**config.mk**
```make
export PLATFORM = sky130hd
export DESIGN_NAME = rst_seq_top
export DESIGN_NICKNAME = d
export VERILOG_FILES = /design/src/rtl/rs_pkg.sv /design/src/rtl/rs_sync.sv /design/src/rtl/rs_sat_cnt.sv /design/src/rtl/rs_fsm.sv /design/src/rtl/rst_seq_top.sv
export SDC_FILE = /design/constraint.sdc
export NUM_CORES = 1
export LEC_CHECK = 0
export ABC_AREA = 0
export CELL_PAD_IN_SITES_DETAIL_PLACEMENT = 0
export CELL_PAD_IN_SITES_GLOBAL_PLACEMENT = 1
export CORE_MARGIN = 2
export CORE_UTILIZATION = 40
export DETAILED_ROUTE_END_ITERATION = 8
export PLACE_DENSITY = 0.77
export SLEW_MARGIN = 5
export SYNTH_ARGS = -nofsm -noshare
export SYNTH_HDL_FRONTEND = slang
export SYNTH_SLANG_ARGS = --single-unit
```
**constraint.sdc**
```tcl
create_clock -name clk -period 1.95 [get_ports clk]
set_clock_uncertainty 0.05 [all_clocks]
set_input_delay 0.39 -clock clk [delete_from_list [all_inputs] [get_ports clk]]
set_output_delay 0.39 -clock clk [all_outputs]
set_load 0.02 [all_outputs]
```
**src/rtl/rs_pkg.sv**
```systemverilog
package rs_pkg;
  typedef enum logic [2:0] {
    ST_POWER_WAIT  = 3'd0,
    ST_POR_ASSERT  = 3'd1,
    ST_CFG_LOAD    = 3'd2,
    ST_HOLD_OFF    = 3'd3,
    ST_RUN         = 3'd4,
    ST_WARM_ASSERT = 3'd5
  } rs_state_e;
endpackage

```
**src/rtl/rs_sync.sv**
```systemverilog
module rs_sync #(
  parameter int STAGES = 2,
  parameter bit RST_VAL = 1'b0
) (
  input  logic clk,
  input  logic rst_n,
  input  logic d,
  output logic q
);
  logic [STAGES-1:0] chain;

  always_ff @(posedge clk or negedge rst_n) begin
    if (!rst_n) chain <= {STAGES{RST_VAL}};
    else        chain <= {chain[STAGES-2:0], d};
  end

  assign q = chain[STAGES-1];
endmodule

```
**src/rtl/rs_sat_cnt.sv**
```systemverilog
module rs_sat_cnt #(
  parameter int W   = 4,
  parameter int MAX = 15
) (
  input  logic         clk,
  input  logic         rst_n,
  input  logic         clr,
  input  logic         en,
  output logic [W-1:0] cnt
);
  logic [W-1:0] cnt_nxt;

  always_comb begin
    cnt_nxt = cnt;
    if (clr)                        cnt_nxt = '0;
    else if (en && cnt != W'(MAX))  cnt_nxt = cnt + 1'b1;
  end

  always_ff @(posedge clk or negedge rst_n) begin
    if (!rst_n) cnt <= '0;
    else        cnt <= cnt_nxt;
  end
endmodule

```
**src/rtl/rs_fsm.sv**
```systemverilog
module rs_fsm
  import rs_pkg::*;
#(
  parameter int T_POR_PULSE  = 64,
  parameter int T_WARM_PULSE = 8,
  parameter int T_CFG_LOAD   = 16,
  parameter int T_OPR        = 20,
  parameter int LW           = 7,
  parameter int PW           = 5
) (
  input  logic          clk,
  input  logic          rst_n,
  input  logic          supply_good,
  input  logic          rst_sync,
  input  logic          flash_busy,
  input  logic [LW-1:0] lo_cnt,
  input  logic [PW-1:0] ph_cnt,
  output rs_state_e     state,
  output logic          state_chg,
  output logic          ready,
  output logic          cfg_load_active,
  output logic          reg_clear,
  output logic          flash_abort,
  output logic          logic_valid
);
  localparam logic [LW-1:0] POR_MIN  = LW'(T_POR_PULSE);
  localparam logic [LW-1:0] POR_M1   = LW'(T_POR_PULSE - 1);
  localparam logic [LW-1:0] WARM_M1  = LW'(T_WARM_PULSE - 1);
  localparam logic [PW-1:0] CFG_LAST = PW'(T_CFG_LOAD - 1);
  localparam logic [PW-1:0] OPR_LAST = PW'(T_OPR - 1);

  rs_state_e state_nxt;
  logic      sg_q;
  logic      por_flag, por_flag_nxt;
  logic      valid_nxt, abort_nxt;
  logic      qualified;

  // a running reset qualifies once it has been low long enough for the mode in force
  assign qualified = !rst_sync && (lo_cnt >= (por_flag ? POR_M1 : WARM_M1));

  always_comb begin
    state_nxt = state;
    unique case (state)
      ST_POWER_WAIT:  if (supply_good) state_nxt = ST_POR_ASSERT;
      ST_POR_ASSERT:  if (rst_sync && lo_cnt >= POR_MIN) state_nxt = ST_CFG_LOAD;
      ST_CFG_LOAD:    if (ph_cnt == CFG_LAST) state_nxt = ST_HOLD_OFF;
      ST_HOLD_OFF: begin
        if (qualified)               state_nxt = por_flag ? ST_POR_ASSERT : ST_WARM_ASSERT;
        else if (ph_cnt == OPR_LAST) state_nxt = ST_RUN;
      end
      ST_RUN:         if (qualified) state_nxt = por_flag ? ST_POR_ASSERT : ST_WARM_ASSERT;
      ST_WARM_ASSERT: if (rst_sync) state_nxt = ST_HOLD_OFF;
      default:        state_nxt = ST_POWER_WAIT;
    endcase
    if (!supply_good) state_nxt = ST_POWER_WAIT;
  end

  assign state_chg = (state_nxt != state);

  always_comb begin
    por_flag_nxt = por_flag;
    if (state_nxt == ST_RUN)    por_flag_nxt = 1'b0;
    if (supply_good && !sg_q)   por_flag_nxt = 1'b1;

    valid_nxt = logic_valid;
    if (state == ST_CFG_LOAD && state_nxt == ST_HOLD_OFF) valid_nxt = 1'b1;
    if (state_nxt == ST_POWER_WAIT)                       valid_nxt = 1'b0;

    abort_nxt = (state_nxt == ST_CFG_LOAD && state != ST_CFG_LOAD) ||
                (state_nxt == ST_WARM_ASSERT && state != ST_WARM_ASSERT && flash_busy);
  end

  always_ff @(posedge clk or negedge rst_n) begin
    if (!rst_n) begin
      state       <= ST_POWER_WAIT;
      sg_q        <= 1'b0;
      por_flag    <= 1'b0;
      logic_valid <= 1'b0;
      flash_abort <= 1'b0;
    end else begin
      state       <= state_nxt;
      sg_q        <= supply_good;
      por_flag    <= por_flag_nxt;
      logic_valid <= valid_nxt;
      flash_abort <= abort_nxt;
    end
  end

  assign ready           = (state == ST_RUN);
  assign cfg_load_active = (state == ST_CFG_LOAD);
  assign reg_clear       = (state == ST_CFG_LOAD) && (ph_cnt == '0);
endmodule

```
**src/rtl/rst_seq_top.sv**
```systemverilog
module rst_seq_top
  import rs_pkg::*;
#(
  parameter int T_POR_PULSE  = 64,
  parameter int T_WARM_PULSE = 8,
  parameter int T_CFG_LOAD   = 16,
  parameter int T_OPR        = 20,
  parameter int SYNC_STAGES  = 2
) (
  input  logic clk,
  input  logic rst_core_n,
  input  logic ext_rst_n,
  input  logic supply_good,
  input  logic lockout,
  input  logic flash_busy,
  input  logic wr_req,
  output logic ready,
  output logic cfg_load_active,
  output logic reg_clear,
  output logic flash_abort,
  output logic logic_valid,
  output logic wr_go
);
  localparam int LW   = $clog2(T_POR_PULSE + 1);
  localparam int PMAX = (T_CFG_LOAD > T_OPR) ? T_CFG_LOAD : T_OPR;
  localparam int PW   = $clog2(PMAX + 1);

  logic          rst_sync;
  logic [LW-1:0] lo_cnt;
  logic [PW-1:0] ph_cnt;
  rs_state_e     state;
  logic          state_chg;

  rs_sync #(.STAGES(SYNC_STAGES), .RST_VAL(1'b0)) u_sync (
    .clk(clk), .rst_n(rst_core_n), .d(ext_rst_n), .q(rst_sync)
  );

  // low-width meter: only counts once the supply is up
  rs_sat_cnt #(.W(LW), .MAX(T_POR_PULSE)) u_lo_cnt (
    .clk(clk), .rst_n(rst_core_n),
    .clr(rst_sync || state == ST_POWER_WAIT),
    .en(!rst_sync), .cnt(lo_cnt)
  );

  // phase timer: restarts on every state change
  rs_sat_cnt #(.W(PW), .MAX(PMAX)) u_ph_cnt (
    .clk(clk), .rst_n(rst_core_n),
    .clr(state_chg), .en(1'b1), .cnt(ph_cnt)
  );

  rs_fsm #(
    .T_POR_PULSE(T_POR_PULSE), .T_WARM_PULSE(T_WARM_PULSE),
    .T_CFG_LOAD(T_CFG_LOAD), .T_OPR(T_OPR), .LW(LW), .PW(PW)
  ) u_fsm (
    .clk(clk), .rst_n(rst_core_n), .supply_good(supply_good),
    .rst_sync(rst_sync), .flash_busy(flash_busy),
    .lo_cnt(lo_cnt), .ph_cnt(ph_cnt),
    .state(state), .state_chg(state_chg),
    .ready(ready), .cfg_load_active(cfg_load_active),
    .reg_clear(reg_clear), .flash_abort(flash_abort),
    .logic_valid(logic_valid)
  );

  assign wr_go = wr_req && ready && !lockout;
endmodule

```
==> metrics.yaml, run 1 <==
status: "finished, final reports clean"
wirelength_um: 3173
dieWidth_um: 64.94
ios: 13
start_util_pct: 41.19
hp-class: "flop to flop"
finalSetupViolCount: 0
r2r_end: "u_ph_cnt.cnt[4]"
r2r_start: "u_ph_cnt.cnt[1]"
end_kind: "primary output"
path_cells: "buf_4 > nor3b_4 > and3b_1 > clkdlybuf4s15_2"
vias_per_cell: 5.221
syn_avg_cell_area_um2: 9.836
routedWlPerCell_um: 13.74
port_buffers: 12
synth.net_count: 166
firstDrtPassIters: 4
clkSinkCount: 21
crit_cells: 4
area_growth_syn_to_layout_pct: 28.22
critPathLaunchType: "flop"
path_buf_inv: 2
fin_nets: 199
grt_antenna_before_repair: 0
hold_end: "u_sync.chain[1]"
grt-ovfl-total: 0
h-tree-depth: 1
worstPathArrival_ns: 1.44
clock.fmax_ghz: 0.5311
ys_seq_area_share_pct: 35.38
grt_pass1_vias: 1253
fillers: 323
post-route-period-util_pct: 96.57
async_flop_share_pct: 100.0
drive_above_1_share_pct: 36.07
antennaDiodeCount: 0
slew_headroom_pct: 76.03
rsz0062_at_grt: "yes"
die_h_um: 64.94
required_ns: 1.51
yosysWarningCount: 0
min_period_ns: 1.883
synth_flop_cell: "dfrtp_1"
critPathTopFamily: "flip-flops"
cts_tree: "yes"
leakagePower_uw: 0.0008162
ctsHoldBuffers: 0
grt_max_degree: 22
first_iter_violations: 79
drv_slew: 0
row_count: 22
route.detailed.drc: 0
ir_drop_mv: 0.3284
place_ws_ns: -0.1317
ant_nets: 0
synth_cells: 151
final_hold_viol_count: 0
clkTransAtPathRegs_ns: 0.08
criticalPathCategory: "flop to primary output"
holdCritStartpoint: "u_sync.chain[0]"
min_path_cells: 0
critical_path.max_stage_delay_ns: 0.40
grt_usage_pct: 16.53
grt_pass1_wl_um: 5430
final_cell_area_um2: 1904
synth_seq_cells: 21
dieArea_um2: 4217
ff2ff_path_depth: 8
place_area_um2: 1762
place_congestion: 0.8100
cts_buffers: 3
ys_types: 55
netlist_area_um2: 1485
cap_violations: 0
multiInputGateArea_um2: 947.2
critical_path.max_fanout: 3
cts_buffer_depth: 2
cp_slowest_cell: "dfrtp_1"
synth_edf_count: 0
p_per_area_nw_per_um2: 459.7
regArea_um2: 525.5
dp_hpwl_um: 2379
finalWorstSetupSlack_ns: 0.06695
p_total_uw: 875.5
rrSetupSlack_ns: 0.08
num_vias: 1206
cts_root_buf: "clkbuf_8"
tightest_slew_ns: 0.3584
clock_latency_ns: 0.26
core_area_um2: 3606
==> final cells by class <==
type,count,share of cell area [%]
multi-input combinational,112,49.74
timing repair buffer,34,14.59
sequential,21,27.60
clock inverter,1,0.3942
clock buffer,3,2.168
inverter,12,2.365
tap,48,3.154
==> how the worst max path moves through the flow <==
stage,endpoint,slack (ns),start
floorplan,u_fsm.por_flag,0.11,u_ph_cnt.cnt[0]
global placement,wr_go,-0.07,wr_req
detailed placement,reg_clear,-0.13,u_ph_cnt.cnt[1]
CTS,u_fsm.por_flag,0.01,u_ph_cnt.cnt[0]
global route,reg_clear,-0.03,u_ph_cnt.cnt[1]
finish,wr_go,0.07,u_fsm.state[0]
==> cells in the mapped netlist (3+ instances only) <==
library cell | n | area share (%)
ha_1 | 8 | 6.7
inv_1 | 12 | 3.0
dfrtp_1 | 21 | 35
xor2_1 | 5 | 2.9
nand2_1 | 8 | 2.0
buf_6 | 3 | 2.3
o21ai_0 | 3 | 1.0
nor2_1 | 15 | 3.8
xnor2_1 | 4 | 2.4
a21oi_1 | 9 | 3.0
nand3_1 | 6 | 2.0
nor3_1 | 5 | 1.7
==> cell families (layout without fill, tap and decap cells) <==
group / after synthesis / count (layout) / synth area share (%)
adders and majority gates: 8 / 8 / 6.740
and+or+nand+nor: 60 / 60 / 25.78
xor gates and xnor gates: 9 / 9 / 5.307
DFF: 21 / 21 / 35.38
buffers and inverters: 18 / 50 / 7.581
AOI/OAI and AO/OA: 35 / 35 / 19.21
==> power breakdown <==
part | leakage [uW] | switching, uW | internal [uW]
clock network | 0.0000217 | 150 | 144
logic | 0.000519 | 60.6 | 63.2
registers | 0.000276 | 10.5 | 447
==> worst reg2reg max path, cell delays in order, from the launching register on <==
cell and delay, ns:
dfrtp_1 0.41, ha_2 0.20, and3_4 0.15, ha_4 0.16, inv_2 0.05, a21oi_2 0.05
o32ai_2 0.28, nand3_2 0.22, a211oi_2 0.21
==> repair_timing <==
item / CTS / global route
hold endpoints to repair: 0 / 0
resized for setup: 15 / 18
setup buffers: 0 / 1
pin swaps: 2 / 10
endpoints found under the setup margin: 9 / 10
==> stage by stage <==
stage / util (%) / hold WS, ns / setup TNS, ns / cells
floorplan: - / 0.04441 / 0 / 151
global placement: 48.86 / 0.2880 / -0.1613 / 226
detailed placement: 48.86 / 0.2878 / -0.3044 / 226
CTS: 50.76 / 0.3081 / 0 / 230
global route: 52.81 / 0.3141 / -0.03442 / 231
finish: 52.81 / 0.3034 / 0 / 231
==> routing by layer <==
layer  routed length [um]  vias to the layer above  global-route usage [%]
met1                 1442                      586                   20.20
met4                   23                        0                   3.191
met2                 1627                       13                   29.77
met3                   80                        2                   3.646
li1                     -                      605                       -
met5                    0                        -                       0
==> registers in the layout (all words and copies together) (netlist names) <==
name / cells
u_fsm.flash_abort: 1
u_sync.chain: 2
u_lo_cnt.cnt: 7
u_fsm.logic_valid: 1
u_ph_cnt.cnt: 5
u_fsm.sg_q: 1
u_fsm.state: 3
u_fsm.por_flag: 1
==> cells in the final DEF, fill, tap and decap left out, types with 2 or more instances in the layout <==
master and count:
ha_1 6, a21oi_1 6, nor3_1 2, nand2_1 8
inv_2 2, nor2_1 15, o21bai_1 2, dfrtp_1 21
buf_4 23, nand3_2 2, a21oi_2 4, and3b_1 2
a211oi_2 2, xnor2_1 4, a31oi_1 2, inv_1 10
o32ai_2 2, clkbuf_8 3, nand3_1 6, o211ai_1 2
xor2_1 5, nor3_2 5, o21ai_0 3, clkdlybuf4s50_1 8
No activity file was read; power rests on OpenSTA's default activity.
==> run 2, diff against run 1 <==
CAP_MARGIN = 20   (was not set)
==> results of run 2 <==
No change in the layout: final DEF, timing and power equal those of run 1.
